==> config.mk <==
export PLATFORM = sky130hd
export DESIGN_NAME = rdlat_forecaster
export DESIGN_NICKNAME = d
export VERILOG_FILES = /design/src/rtl/rlf_pkg.sv /design/src/rtl/rlf_lat_clock.sv /design/src/rtl/rlf_avg3.sv /design/src/rtl/rlf_notice.sv /design/src/rtl/rdlat_forecaster.sv
export SDC_FILE = /design/constraint.sdc
export NUM_CORES = 1
export LEC_CHECK = 0
export BUFFER_PORTS_ARGS = -buffer_cell sky130_fd_sc_hd__buf_2
export CAP_MARGIN = 10
export CORE_ASPECT_RATIO = 1.2
export CORE_MARGIN = 1
export CORE_UTILIZATION = 48
export CTS_CLUSTER_DIAMETER = 60
export DETAILED_ROUTE_END_ITERATION = 6
export GPL_TIMING_DRIVEN = 0
export PLACE_DENSITY_LB_ADDON = 0.12
export SLEW_MARGIN = 30
export SYNTH_ARGS = -nofsm -noshare
export SYNTH_HDL_FRONTEND = slang
export SYNTH_SLANG_ARGS = --single-unit
==> constraint.sdc <==
create_clock -name clk -period 10.35 [get_ports clk]
set_input_delay 2.5875 -clock clk [delete_from_list [all_inputs] [get_ports clk]]
set_output_delay 2.5875 -clock clk [all_outputs]
set_load 0.02 [all_outputs]
==> src/rtl/rlf_pkg.sv <==
// Shared definitions for the read-latency forecaster.
// Assumes a 2-bit opcode field from the channel command issuer.
package rlf_pkg;

    typedef enum logic [1:0] {
        OP_READ  = 2'b00,
        OP_PROG  = 2'b01,
        OP_ERASE = 2'b10,
        OP_MISC  = 2'b11
    } op_e;

    // Number of samples the forecast averages over; the reciprocal below is tied to it.
    localparam int HIST_DEPTH = 3;

endpackage

==> src/rtl/rlf_lat_clock.sv <==
// Latency clock: counts cycles from the last issue strobe, saturating at the
// top of its range, and hands a sample to the averager when a completion
// ends an outstanding command of the sampled class.
// Assumes at most one command is outstanding; a new issue replaces the old one.
module rlf_lat_clock #(
    parameter int CNT_W = 20
) (
    input  logic             clk,
    input  logic             rst_n,
    input  logic             start,
    input  logic             start_cls,
    input  logic             stop,
    output logic [CNT_W-1:0] cnt,
    output logic             smp_vld,
    output logic [CNT_W-1:0] smp_val
);
    localparam logic [CNT_W-1:0] CNT_MAX = {CNT_W{1'b1}};

    logic busy_q;
    logic cls_q;

    // Count cycles since issue; reload on issue, hold at the ceiling.
    always_ff @(posedge clk) begin
        if (!rst_n) begin
            cnt    <= '0;
            busy_q <= 1'b0;
            cls_q  <= 1'b0;
        end else if (start) begin
            cnt    <= CNT_W'(1);
            busy_q <= 1'b1;
            cls_q  <= start_cls;
        end else begin
            if (cnt != CNT_MAX) begin
                cnt <= cnt + CNT_W'(1);
            end
            if (stop) begin
                busy_q <= 1'b0;
            end
        end
    end

    // Sample only completions that close an outstanding small read.
    always_comb begin
        smp_vld = stop && busy_q && cls_q;
        smp_val = cnt;
    end

    p_sat_hold_r1: assert property (@(posedge clk) disable iff (!rst_n)
        (cnt == CNT_MAX && !start) |=> (cnt == CNT_MAX));

    p_advance_r1: assert property (@(posedge clk) disable iff (!rst_n)
        (!start && cnt != CNT_MAX) |=> (cnt == $past(cnt) + CNT_W'(1)));

    p_idle_no_sample_r2: assert property (@(posedge clk) disable iff (!rst_n)
        (stop && !start) |=> !smp_vld);

endmodule

==> src/rtl/rlf_avg3.sv <==
// Three-sample averager: keeps the newest samples in a shift history and
// forms floor(sum/3) with a constant reciprocal multiply, so no divider is used.
// The reciprocal carries CNT_W+4 fraction bits, which keeps the truncated
// result exact over the whole sum range.
module rlf_avg3 #(
    parameter int CNT_W = 20
) (
    input  logic             clk,
    input  logic             rst_n,
    input  logic             smp_vld,
    input  logic [CNT_W-1:0] smp_val,
    output logic [CNT_W-1:0] pred,
    output logic             trained
);
    import rlf_pkg::*;

    localparam int SUM_W = CNT_W + 2;
    localparam int FRAC_W = CNT_W + 4;
    localparam int PROD_W = SUM_W + FRAC_W;
    localparam longint unsigned RECIP_L = ((64'd1 << FRAC_W) + 64'd2) / 64'd3;
    localparam logic [FRAC_W-1:0] RECIP = RECIP_L[FRAC_W-1:0];
    localparam int NS_W = $clog2(HIST_DEPTH + 1);

    logic [HIST_DEPTH-1:0][CNT_W-1:0] hist_q;
    logic [NS_W-1:0]                  nsmp_q;
    logic [SUM_W-1:0]                 sum;
    logic [PROD_W-1:0]                prod;

    // Shift a new sample into the history; count samples up to the depth.
    always_ff @(posedge clk) begin
        if (!rst_n) begin
            hist_q <= '0;
            nsmp_q <= '0;
        end else if (smp_vld) begin
            for (int i = HIST_DEPTH - 1; i > 0; i--) begin
                hist_q[i] <= hist_q[i-1];
            end
            hist_q[0] <= smp_val;
            if (nsmp_q != NS_W'(HIST_DEPTH)) begin
                nsmp_q <= nsmp_q + NS_W'(1);
            end
        end
    end

    // Sum the history entries.
    always_comb begin
        sum = '0;
        for (int i = 0; i < HIST_DEPTH; i++) begin
            sum = sum + SUM_W'(hist_q[i]);
        end
    end

    // Divide by three through the reciprocal, truncating the fraction.
    always_comb begin
        prod    = PROD_W'(sum) * PROD_W'(RECIP);
        pred    = CNT_W'(prod >> FRAC_W);
        trained = (nsmp_q == NS_W'(HIST_DEPTH));
    end

    p_avg_exact_r3: assert property (@(posedge clk) disable iff (!rst_n)
        (SUM_W'(pred) * SUM_W'(3) <= sum) &&
        (sum - SUM_W'(pred) * SUM_W'(3) < SUM_W'(3)));

    p_trained_stays_r4: assert property (@(posedge clk) disable iff (!rst_n)
        trained |=> trained);

endmodule

==> src/rtl/rlf_notice.sv <==
// Notice arming: at issue it decides whether the command is forecast,
// latches the tag and the cycle count at which the notice is due, and pulses
// the notice once when the latency clock reaches it. A completion before that
// cycle disarms it; a completion in that cycle lets it through.
// Assumes cnt reads 1 in the first cycle after issue.
module rlf_notice #(
    parameter int CNT_W = 20,
    parameter int TAG_W = 4
) (
    input  logic             clk,
    input  logic             rst_n,
    input  logic             iss_go,
    input  logic             eligible,
    input  logic             trained,
    input  logic [CNT_W-1:0] pred,
    input  logic [CNT_W-1:0] win,
    input  logic [TAG_W-1:0] tag_in,
    input  logic [CNT_W-1:0] cnt,
    input  logic             stop,
    output logic             lead_vld,
    output logic [TAG_W-1:0] lead_tag,
    output logic             no_fcst
);
    logic             armed_q;
    logic [CNT_W-1:0] due_q;
    logic [CNT_W-1:0] due_nxt;
    logic             fcst;

    // Work out the due count: window ahead of the forecast, no earlier than 1.
    always_comb begin
        fcst    = eligible && trained;
        due_nxt = (pred > win) ? (pred - win) : CNT_W'(1);
    end

    // Arm on issue, disarm on completion or once the notice has shown.
    always_ff @(posedge clk) begin
        if (!rst_n) begin
            armed_q  <= 1'b0;
            due_q    <= '0;
            lead_tag <= '0;
            no_fcst  <= 1'b1;
        end else if (iss_go) begin
            armed_q  <= fcst;
            due_q    <= due_nxt;
            lead_tag <= tag_in;
            no_fcst  <= !fcst;
        end else if (stop || lead_vld) begin
            armed_q <= 1'b0;
        end
    end

    // Pulse the notice in the due cycle.
    always_comb begin
        lead_vld = armed_q && (cnt == due_q);
    end

    p_quiet_unforecast_r5: assert property (@(posedge clk) disable iff (!rst_n)
        lead_vld |-> !no_fcst);

    p_inelig_r6: assert property (@(posedge clk) disable iff (!rst_n)
        (iss_go && !eligible) |=> (no_fcst && !lead_vld));

    p_single_pulse_r7: assert property (@(posedge clk) disable iff (!rst_n)
        (lead_vld && !iss_go) |=> !lead_vld);

    p_near_fire_r8: assert property (@(posedge clk) disable iff (!rst_n)
        (iss_go && fcst && pred <= win) |=> lead_vld);

    p_cancel_r9: assert property (@(posedge clk) disable iff (!rst_n)
        (stop && !lead_vld && !iss_go) |=> !lead_vld);

endmodule

==> src/rtl/rdlat_forecaster.sv <==
// Top of the read-latency forecaster: classifies each issued command, runs
// the latency clock, learns from small-read completions and raises a tagged
// early notice a programmable window ahead of the forecast finish.
// Assumes one outstanding command and a window held static while running.
module rdlat_forecaster #(
    parameter int CNT_W       = 20,
    parameter int TAG_W       = 4,
    parameter int SZ_W        = 16,
    parameter int SMALL_BYTES = 8192
) (
    input  logic             clk,
    input  logic             rst_n,
    input  logic             iss_vld,
    input  logic [1:0]       iss_op,
    input  logic [SZ_W-1:0]  iss_bytes,
    input  logic [TAG_W-1:0] iss_tag,
    input  logic             cmp_vld,
    input  logic [CNT_W-1:0] win_cyc,
    output logic             lead_vld,
    output logic [TAG_W-1:0] lead_tag,
    output logic             no_fcst,
    output logic [CNT_W-1:0] lat_cyc
);
    import rlf_pkg::*;

    logic             eligible;
    logic             smp_vld;
    logic [CNT_W-1:0] smp_val;
    logic [CNT_W-1:0] pred;
    logic             trained;

    // Small page reads are the only forecast class.
    always_comb begin
        eligible = (op_e'(iss_op) == OP_READ) && (iss_bytes < SZ_W'(SMALL_BYTES));
    end

    rlf_lat_clock #(.CNT_W(CNT_W)) u_clock (
        .clk       (clk),
        .rst_n     (rst_n),
        .start     (iss_vld),
        .start_cls (eligible),
        .stop      (cmp_vld),
        .cnt       (lat_cyc),
        .smp_vld   (smp_vld),
        .smp_val   (smp_val)
    );

    rlf_avg3 #(.CNT_W(CNT_W)) u_avg (
        .clk     (clk),
        .rst_n   (rst_n),
        .smp_vld (smp_vld),
        .smp_val (smp_val),
        .pred    (pred),
        .trained (trained)
    );

    rlf_notice #(.CNT_W(CNT_W), .TAG_W(TAG_W)) u_notice (
        .clk      (clk),
        .rst_n    (rst_n),
        .iss_go   (iss_vld),
        .eligible (eligible),
        .trained  (trained),
        .pred     (pred),
        .win      (win_cyc),
        .tag_in   (iss_tag),
        .cnt      (lat_cyc),
        .stop     (cmp_vld),
        .lead_vld (lead_vld),
        .lead_tag (lead_tag),
        .no_fcst  (no_fcst)
    );

    p_untrained_r4: assert property (@(posedge clk) disable iff (!rst_n)
        (iss_vld && !trained) |=> no_fcst);

    p_issue_reload_r1: assert property (@(posedge clk) disable iff (!rst_n)
        iss_vld |=> (lat_cyc == CNT_W'(1)));

    p_nonread_r5: assert property (@(posedge clk) disable iff (!rst_n)
        (iss_vld && iss_op != 2'b00) |=> (no_fcst && !lead_vld));

    p_reset_quiet_r11: assert property (@(posedge clk)
        !rst_n |=> (!lead_vld && no_fcst));

endmodule

==> results of run 1 <==
## worst max path at each step
stage                              end  slack (ns)  cells after the start
global placement    u_notice.due_q[16]       -2.07                     48
floorplan           u_notice.due_q[19]       -0.04                     47
finish              u_notice.due_q[19]       -0.70                     51
detailed placement   u_notice.due_q[1]       -2.20                     48
global route        u_notice.due_q[19]       -1.05                     48
CTS                 u_notice.due_q[19]       -0.57                     51
## cells in the final DEF (no fill, tap or decap), types with 6 or more instances in the layout
master / synthesis / layout
a21boi_0: 68 / 66
a21o_1: 25 / 25
a21oi_1: 64 / 40
a21oi_2: 1 / 21
a22o_1: 15 / 15
a31oi_1: 10 / 6
and3_1: 13 / 11
buf_2: 2 / 59
buf_4: 1 / 89
buf_6: 0 / 10
clkbuf_1: 28 / 28
clkbuf_16: 0 / 9
dfxtp_1: 110 / 105
fa_1: 177 / 171
fa_2: 0 / 6
ha_1: 269 / 233
ha_2: 0 / 10
ha_4: 0 / 26
inv_1: 325 / 302
inv_2: 0 / 15
inv_4: 0 / 8
mux2i_1: 6 / 6
nand2_1: 155 / 150
nand2b_1: 9 / 9
nand3_1: 22 / 20
nand4_1: 17 / 17
nor2_1: 64 / 59
nor2b_1: 26 / 21
nor3_1: 28 / 24
o21a_1: 20 / 20
o21ai_0: 43 / 25
o21ai_1: 6 / 12
o21ai_2: 1 / 10
or3_1: 9 / 8
xnor2_1: 67 / 50
xnor2_2: 0 / 12
xor2_1: 33 / 29
## sequential cells by signal, summed over array words and instances (netlist names)
signal             flops
u_avg.hist_q          60
u_avg.nsmp_q           2
u_clock.busy_q         1
u_clock.cls_q          1
u_clock.cnt           20
u_notice.armed_q       1
u_notice.due_q        20
u_notice.lead_tag      4
u_notice.no_fcst       1
## synthesized netlist by cell type, drive strengths merged, types with 4 or more instances
| library cell | n |
|---|---|
| inv | 325 |
| ha | 269 |
| fa | 177 |
| nand2 | 155 |
| dfxtp | 110 |
| a21boi | 70 |
| xnor2 | 67 |
| a21oi | 65 |
| nor2 | 64 |
| o21ai | 50 |
| xor2 | 33 |
| nor3 | 29 |
| clkbuf | 28 |
| nor2b | 26 |
| a21o | 25 |
| nand3 | 23 |
| o21a | 20 |
| nand4 | 17 |
| a22o | 15 |
| and3 | 13 |
| a31oi | 11 |
| a211oi | 9 |
| nand2b | 9 |
| or3 | 9 |
| mux2i | 6 |
| nor4 | 6 |
| buf | 5 |
| o21bai | 5 |
| or2 | 5 |
| a32o | 4 |
| and2 | 4 |
| and4 | 4 |
| o211ai | 4 |
| o31ai | 4 |
## through the flow
stage / hold slack, ns / setup slack [ns] / TNS, ns / utilization
after floorplan: 0.4472 / -0.03741 / -0.03741 / -
after global placement: 0.4595 / -2.072 / -39.12 / 0.5191
after detailed placement: 0.4624 / -2.202 / -41.69 / 0.5194
after CTS: 0.4776 / -0.5653 / -9.253 / 0.5738
after global routing: 0.5042 / -1.051 / -17.49 / 0.5891
final: 0.4712 / -0.6990 / -10.19 / 0.5891
## critical path: cells and delay by family, from the launching register on
family          cells  cell delay [ns]
buf+inv             8             0.67
xor+xnor            3             0.57
compound gates     21             3.77
simple gates        7             1.18
fa+ha+maj          12             4.41
flops               1             0.37
## power by group through the flow
stage,Sequential [W],Clock [W],Combinational [W]
after floorplan,0.000438,0,0.0000277
after global placement,0.000437,0,0.0000460
after detailed placement,0.000437,0,0.0000465
after CTS,0.000427,0.000367,0.0000505
after global routing,0.000427,0.000378,0.0000583
final,0.000427,0.000356,0.0000532
## layer usage
| metal | vias up | wire length [microns] | part of all wire |
|---|---|---|---|
| li1 | 5982 | - | - |
| met5 | - | 0 | 0 |
| met1 | 5926 | 18050 | 0.44 |
| met3 | 68 | 951 | 0.023 |
| met2 | 223 | 20590 | 0.50 |
| met4 | 0 | 1189 | 0.029 |
## kinds of logic (layout without fill, tap and decap cells)
kind of cell | count (synthesis) | after routing | synth area share
AND/OR/NAND/NOR | 374 | 374 | 0.1158
adder cells (fa/ha/maj) | 446 | 446 | 0.4515
AO/OA/AOI/OAI | 308 | 308 | 0.1395
XOR/XNOR | 100 | 100 | 0.05723
multiplexers | 6 | 6 | 0.003925
buffers and inverters | 358 | 534 | 0.08822
flip-flops | 110 | 110 | 0.1439
## cell type report
type	instances	area (sq um)	share of cell area
Tap cell	401	501.7	0.02716
Inverter	325	1240	0.06712
Clock buffer	9	225.2	0.01219
Multi-Input combinational cell	1234	12920	0.6997
Buffer	32	132.6	0.007180
Timing Repair Buffer	161	1151	0.06231
Clock inverter	7	86.33	0.004674
Sequential cell	110	2211	0.1197
## repair_timing
action,4_1_cts,5_1_grt
endpoints found under the setup margin,20,20
endpoints found under the hold margin,0,0
buffers inserted,80,24
pin swaps,116,79
resized for setup,147,75
gates cloned,1,0
==> results.txt, run 1 <==
Starting Density - 0.4880
Synth area leader - fa_1
Cells after Synth - 1,702
Share of power burned in registers - 0.511
Main synth FF type - dfxtp_1
Post-route antenna net violation count - 0
Routed WL per cell - 17.89 microns
Violated checks - negative setup slack
Fillers - 2,764
Most Crowded Layer GR - met2
M2 GR Usage - 0.4672
Crit share post-route - 1.068
Worst hold start - u_avg.hist_q[56]
Hold Path Stages - 2
Post-Syn Area - 15,300 sq um
Yosys Warn Count - 0
Crit path DAT - 11.30 ns
P per Cell Area - 45.27 nW/um^2
I/O pin cnt - 72
Startpoint types - register
HPWL after detailed placement - 33,350 microns
RSZ-0062 raised after global routing - yes
Port Buffers - 58
R2r setup slk - -0.70 ns
Critical path's slowest cell - fa_2
Vias in the first global route - 12.77k
FFs w/ async S/R, synth - 0
Clock Skews - 0.01453 ns
Synth Net Count - 2,194
Met1 usage - 0.3400
# hold bufs at CTS - 0
Area share of the largest cell type after synthesis - 0.2315
Final nets - 2,365
Via count - 12.20k
Area Growth Syn to Fin - 20.71%
Clk pwr share - 0.426
P_int - 0.0006241 W
P_sw - 0.0002121 W
Sequential share of the synthesized area - 0.1439
Lkg Pwr - 9.582 nW
Status - finished, violations left
First-pass GRT wire length - 66,410 microns
Final cell count without fillers - 2,279
# rows - 71
Clk_lat worst skew - 0.35 ns
Seq cells post-synth - 110
Core ar. - 31,360 sq um
Detailed-route DRC error count - 0
Switching Share - 0.2537
CP Data Required Time - 10.61 ns
Placed cells - 2,161
Gate power share - 0.064
FF-to-FF path depth - 51
Top area cells in the synthesized netlist - fa_1, ha_1, dfxtp_1
Largest net degree at the start of global routing - 23
CTS buffer count - 9
Die Area - 32,600 sq um
Mean post-synth cell area - 8.991 sq um
Fin. Hold Viols - 0
Clock root buffer - clkbuf_16
Cell Area, Placed - 16,290 sq um
Fmax achieved - 90.51 MHz
Vias per cell - 5.353
Clk sinks - 110
Overall Power - 0.0008362 W
Total GRT Usage - 0.2636
Max Buffers Root-to-Sink - 2
Relative slew slack - 0.3355
Die X - 165 microns
First-pass DRT Iterations - 5
GPL Wtd Cong - 0.9649
Peak VDD IR - 0.08073 mV
Max-Cap Viols - 0
Crit. End Element - register
Crit Path Max Fanout - 7
Design area - 18,470 sq um
Minimum clock period - 11.05 ns
Met3 GRT Util - 0.01617
Fraction of layout cells with a size suffix above 1 - 0.1976
Initial antenna violation count - 0
Final setup violation count - 20
Clock transition at the registers of the reported paths - 0.09 ns
Die Y - 197.6 microns
H-tree Lvls - 3
Count of flip-flops with a built-in enable after synthesis - 0
Congestion Overflow GR - 0
Cell variety after synth - 73
CTS tree - yes
Crit path kind - register to register
CP Launch Point - u_avg.hist_q[0]
DRT Wirelength - 40,780 microns
Worst Slack Setup Final - -0.6990 ns
Initial detailed-routing violation count - 506
Slew Viols, Final - 0
RR Startpoint - u_avg.hist_q[0]
Diode count - 0
Worst Tran Pin Value - 0.9897 ns
Worst min-delay path class - register to register
Hold Path Sink - u_avg.hist_q[56]
CP max stage delay - 0.55 ns
RR Endpoint - u_notice.due_q[19]
Power figures use the tool's default switching activity.
==> run 2, diff against run 1 <==
--- a/config.mk
+++ b/config.mk
@@ -5,13 +5,13 @@
 export SDC_FILE = /design/constraint.sdc
 export NUM_CORES = 1
 export LEC_CHECK = 0
-export BUFFER_PORTS_ARGS = -buffer_cell sky130_fd_sc_hd__buf_2
 export CAP_MARGIN = 10
 export CORE_ASPECT_RATIO = 1.2
 export CORE_MARGIN = 1
 export CORE_UTILIZATION = 48
 export CTS_CLUSTER_DIAMETER = 60
 export DETAILED_ROUTE_END_ITERATION = 6
+export DONT_BUFFER_PORTS = 1
 export GPL_TIMING_DRIVEN = 0
 export PLACE_DENSITY_LB_ADDON = 0.12
 export SLEW_MARGIN = 30
==> results.txt, run 2 (synthesized netlist as in run 1, its figures left out) <==
Violated checks - negative setup slack
Initial antenna violation count - 0
Setup TNS - -13.29 ns
Area Growth Syn to Fin - 19.84%
Commonest non-fill, non-tap cell in the layout - inv_1
FF-to-FF path depth - 49
CP max stage delay - 0.56 ns
Most used cell, CP - fa_1
Max reg flops - 60
Core ar. - 31,360 sq um
Initial detailed-routing violation count - 480
Crit share post-route - 1.073
RR Endpoint - u_notice.due_q[15]
Post-route antenna net violation count - 0
Crit Path Max Fanout - 5
CP Launch Point - u_avg.hist_q[20]
CTS buffer count - 9
Crit path kind - register to register
Lkg Pwr - 9.391 nW
Fraction of layout cells with a size suffix above 1 - 0.1820
Clk sinks - 110
# rows - 71
Diode count - 0
R2r setup slk - -0.76 ns
Die Area - 32,600 sq um
Biggest regs - u_avg.hist_q (60), u_clock.cnt (20), u_notice.due_q (20)
Max-Cap Viols - 0
Crit path to - u_notice.due_q[15]
Worst Slack Setup Final - -0.7581 ns
Crit. End Element - register
Die Y - 197.6 microns
Port Buffers - 0
Hold Path Stages - 2
H-tree Lvls - 3
Clk_lat worst skew - 0.36 ns
Largest Register - u_avg.hist_q
Worst Tran Pin Value - 1.026 ns
Max Buffers Root-to-Sink - 2
HPWL after detailed placement - 33,040 microns
I/O pin cnt - 72
Place WS - -2.060 ns
Clock Skews - 0.01036 ns
Congestion Overflow GR - 0
Minimum clock period - 11.11 ns
Critical path's slowest cell - fa_1
Routed WL per cell - 18.30 microns
Final nets - 2,328
Vias in the first global route - 12.33k
Status - finished, violations left
RR Startpoint - u_avg.hist_q[20]
Worst min-delay path class - register to register
Clock transition at the registers of the reported paths - 0.08 ns
CTS tree - yes
Via count - 12.01k
Final setup violation count - 20
GPL Wtd Cong - 0.9420
Peak VDD IR - 0.09905 mV
RSZ-0062 raised after global routing - yes
Relative slew slack - 0.3109
Vias per cell - 5.355
Startpoint types - register
WHS - 0.4748 ns
Crit path DAT - 11.36 ns
Commonest non-fill, non-tap cells in the layout - inv_1, ha_1, fa_1, nand2_1, buf_4
Fmax achieved - 90.02 MHz
Overall Power - 0.0008446 W
Detailed-route DRC error count - 0
Fin. Hold Viols - 0
CP Data Required Time - 10.60 ns
Clock root buffer - clkbuf_16
Die X - 165 microns
First-pass GRT wire length - 64,470 microns
First-pass DRT Iterations - 4
P per Cell Area - 46.05 nW/um^2
Fillers - 2,780
Largest net degree at the start of global routing - 21
Slew Viols, Final - 0
Starting Density - 0.4880
DRT Wirelength - 41,020 microns
Total GRT Usage - 0.2600
==> run 2: cell type report <==
type | count | area [sq um] | area share
clock inverters | 7 | 90.09 | 0.004912
repair buffers | 123 | 1001 | 0.05458
inverters | 325 | 1237 | 0.06747
flip-flops and latches | 110 | 2213 | 0.1207
well taps | 401 | 501.7 | 0.02736
multi-input cells | 1234 | 12930 | 0.7049
plain buffers | 33 | 143.9 | 0.007846
clock buffers | 9 | 225.2 | 0.01228
==> run 2: worst max-delay path, delay by kind of cell, from the launching register on <==
kind / cells / cell delay (ns)
AO/OA/AOI/OAI: 20 / 3.75
XOR/XNOR: 3 / 0.61
adder cells (fa/ha/maj): 12 / 4.47
buffers and inverters: 7 / 0.55
flip-flops: 1 / 0.36
AND/OR/NAND/NOR: 7 / 1.26
==> run 2: worst min path at each step <==
stage	slack [ns]	end	from
floorplan	0.45	u_avg.hist_q[40]	u_avg.hist_q[40]
global placement	0.46	u_avg.hist_q[56]	u_avg.hist_q[56]
detailed placement	0.46	u_avg.hist_q[56]	u_avg.hist_q[56]
CTS	0.48	u_avg.hist_q[42]	u_avg.hist_q[42]
global route	0.49	u_avg.hist_q[49]	u_avg.hist_q[49]
finish	0.47	u_avg.hist_q[42]	u_avg.hist_q[42]
==> run 2: report_power, final <==
part            total, W  switching (W)  internal (W)
clock           0.000370       0.000176      0.000194
combinational  0.0000462      0.0000245     0.0000217
sequential      0.000429     0.00000451      0.000424
total           0.000845       0.000205      0.000639
==> run 2: timing repair <==
action	in CTS	in global routing
buffers inserted	71	52
endpoints found under the setup margin	20	20
cloned	2	0
hold buffers	0	0
resized for setup	125	95
pin swaps	102	83
==> run 2: per-stage QoR <==
stage                     cells  area (sq um)  utilization
after floorplan            1702         15490            -
after global placement     2103         15990       0.5099
after detailed placement   2104         16010       0.5105
after CTS                  2193         17530       0.5591
after global routing       2242         18340       0.5848
final                      2242         18340       0.5848
==> run 2: routing by layer <==
metal / share of wire / vias to the layer above / GRT usage / wire length [microns]
met5: 0 / - / 0 / 0
met4: 0.038 / 0 / 0.1030 / 1552
met3: 0.040 / 77 / 0.03254 / 1621
met2: 0.50 / 274 / 0.4621 / 20630
met1: 0.42 / 5764 / 0.3143 / 17220
li1: - / 5890 / - / -
==> run 3, diff against run 2 <==
--- a/config.mk
+++ b/config.mk
@@ -5,7 +5,6 @@
 export SDC_FILE = /design/constraint.sdc
 export NUM_CORES = 1
 export LEC_CHECK = 0
-export CAP_MARGIN = 10
 export CORE_ASPECT_RATIO = 1.2
 export CORE_MARGIN = 1
 export CORE_UTILIZATION = 48
==> constraint.sdc (replaced) <==
create_clock -name clk -period 9.8 [get_ports clk]
set_input_delay 0 -clock clk [delete_from_list [all_inputs] [get_ports clk]]
set_output_delay 0 -clock clk [all_outputs]
set_load 0.02 [all_outputs]
==> results.txt, run 3 (synthesized netlist as in run 1, its figures left out) <==
First-pass DRT Iterations - 5
Initial detailed-routing violation count - 584
Placed cells - 2,103
Slew Viols, Final - 0
Register area - 2211 sq um
WHS - 0.04333 ns
Final nets - 2,333
Final setup violation count - 20
Die X - 165 microns
Commonest non-fill, non-tap cells in the layout - inv_1, ha_1, fa_1, nand2_1, buf_4
Largest net degree at the start of global routing - 20
Initial antenna violation count - 0
P_int - 0.0006761 W
Clock Skews - 0.009514 ns
Post-route antenna net violation count - 0
Worst min-delay path class - input pin to register
Fin. Hold Viols - 0
Commonest non-fill, non-tap cell in the layout - inv_1
Max reg flops - 60
Footprint of the multi-input gates - 12,960 sq um
Clock root buffer - clkbuf_16
Share of power burned in registers - 0.511
Vias in the first global route - 12.63k
Max-Cap Viols - 0
Final cell count without fillers - 2,247
Minimum clock period - 11.02 ns
CP Data Required Time - 10.05 ns
CTS tree - yes
Worst Tran Pin Value - 0.9582 ns
HPWL after detailed placement - 33,120 microns
Core ar. - 31,360 sq um
Vias per cell - 5.368
Met1 usage - 0.3258
Fmax achieved - 90.74 MHz
CTS buffer count - 9
Congestion Overflow GR - 0
Relative slew slack - 0.3559
Biggest regs - u_avg.hist_q (60), u_clock.cnt (20), u_notice.due_q (20)
Port Buffers - 0
Area Growth Syn to Fin - 20.19%
Startpoint types - register
H-tree Lvls - 3
Via count - 12.06k
RSZ-0062 raised after global routing - yes
Peak VDD IR - 0.1267 mV
Crit. End Element - register
Crit path kind - register to register
I/O pin cnt - 72
First-pass GRT wire length - 66,200 microns
Switching Share - 0.2374
Clk sinks - 110
# rows - 71
Worst Slack Setup Final - -1.220 ns
Crit Path Max Fanout - 4
Routed WL per cell - 18.54 microns
Fin util - 0.5865
P per Cell Area - 48.20 nW/um^2
Total GRT Usage - 0.2656
Crit path DAT - 11.27 ns
M2 GR Usage - 0.4778
Place WS - -2.601 ns
Starting Density - 0.4880
Status - finished, violations left
Violated checks - negative setup slack
Max Buffers Root-to-Sink - 2
P_sw - 0.0002105 W
Clk_lat worst skew - 0.36 ns
Crit share post-route - 1.125
Fillers - 2,755
GPL Wtd Cong - 0.9218
Most Crowded Layer GR - met2
DRT Wirelength - 41,670 microns
Lkg Pwr - 9.386 nW
Die Area - 32,600 sq um
Critical path's slowest cell - fa_1
Gate power share - 0.057
Detailed-route DRC error count - 0
Die Y - 197.6 microns
Largest Register - u_avg.hist_q
Fraction of layout cells with a size suffix above 1 - 0.1836
Clk pwr share - 0.432
Met3 GRT Util - 0.02624
CP max stage delay - 0.57 ns
Diode count - 0
Clock transition at the registers of the reported paths - 0.07 ns
run 3: power groups by stage:
stage | Combinational, W | Clock [W] | Sequential (W)
after floorplan | 0.0000294 | 0 | 0.000463
after CTS | 0.0000472 | 0.000389 | 0.000453
after global routing | 0.0000550 | 0.000408 | 0.000453
after global placement | 0.0000383 | 0 | 0.000464
final | 0.0000507 | 0.000383 | 0.000453
after detailed placement | 0.0000388 | 0 | 0.000464
run 3: through the flow:
step / instance area [sq um] / setup TNS (ns) / total power (W)
after detailed placement: 16040 / -49.65 / 0.0005026
after CTS: 17840 / -19.62 / 0.0008895
after global placement: 16020 / -46.74 / 0.0005021
after global routing: 18390 / -30.67 / 0.0009163
after floorplan: 15520 / -8.254 / 0.0004921
final: 18390 / -22.67 / 0.0008866
run 3: layout make-up:
class	instances	area share
Sequential cell	110	0.1202
Tap cell	401	0.02728
Inverter	325	0.06728
Timing Repair Buffer	128	0.05619
Clock inverter	6	0.004490
Buffer	33	0.007619
Multi-Input combinational cell	1234	0.7045
Clock buffer	10	0.01245
run 3: metal layers:
layer / wire length [microns] / up-vias
met3: 1263 / 70
li1: - / 5888
met4: 1389 / 0
met1: 17670 / 5860
met2: 21350 / 243
met5: 0 / -
run 3: timing repair:
item | in CTS | in global routing
pin swaps | 129 | 98
gates resized for setup | 138 | 82
hold buffers | 9 | 0
setup buffers | 94 | 24
hold endpoints to repair | 8 | 0
cloned | 1 | 0
endpoints found under the setup margin | 20 | 20
run 3: path summary, 6_finish.rpt:
path	start	end	slack, ns	cells past startpoint
hold / removal	iss_bytes[13]	u_clock.cls_q	0.04	4
hold reg to reg	u_avg.hist_q[56]	u_avg.hist_q[56]	0.47	2
setup reg to reg	u_avg.hist_q[0]	u_notice.due_q[18]	-1.22	51
setup / recovery	u_avg.hist_q[0]	u_notice.due_q[18]	-1.22	51
run 3: worst max-delay path, delay by kind of cell, from the launching register on:
kind | cells | cell delay (ns)
xor+xnor | 3 | 0.63
fa+ha+maj | 12 | 4.37
buf+inv | 10 | 1.01
flops | 1 | 0.36
compound gates | 17 | 3.26
simple gates | 9 | 1.24
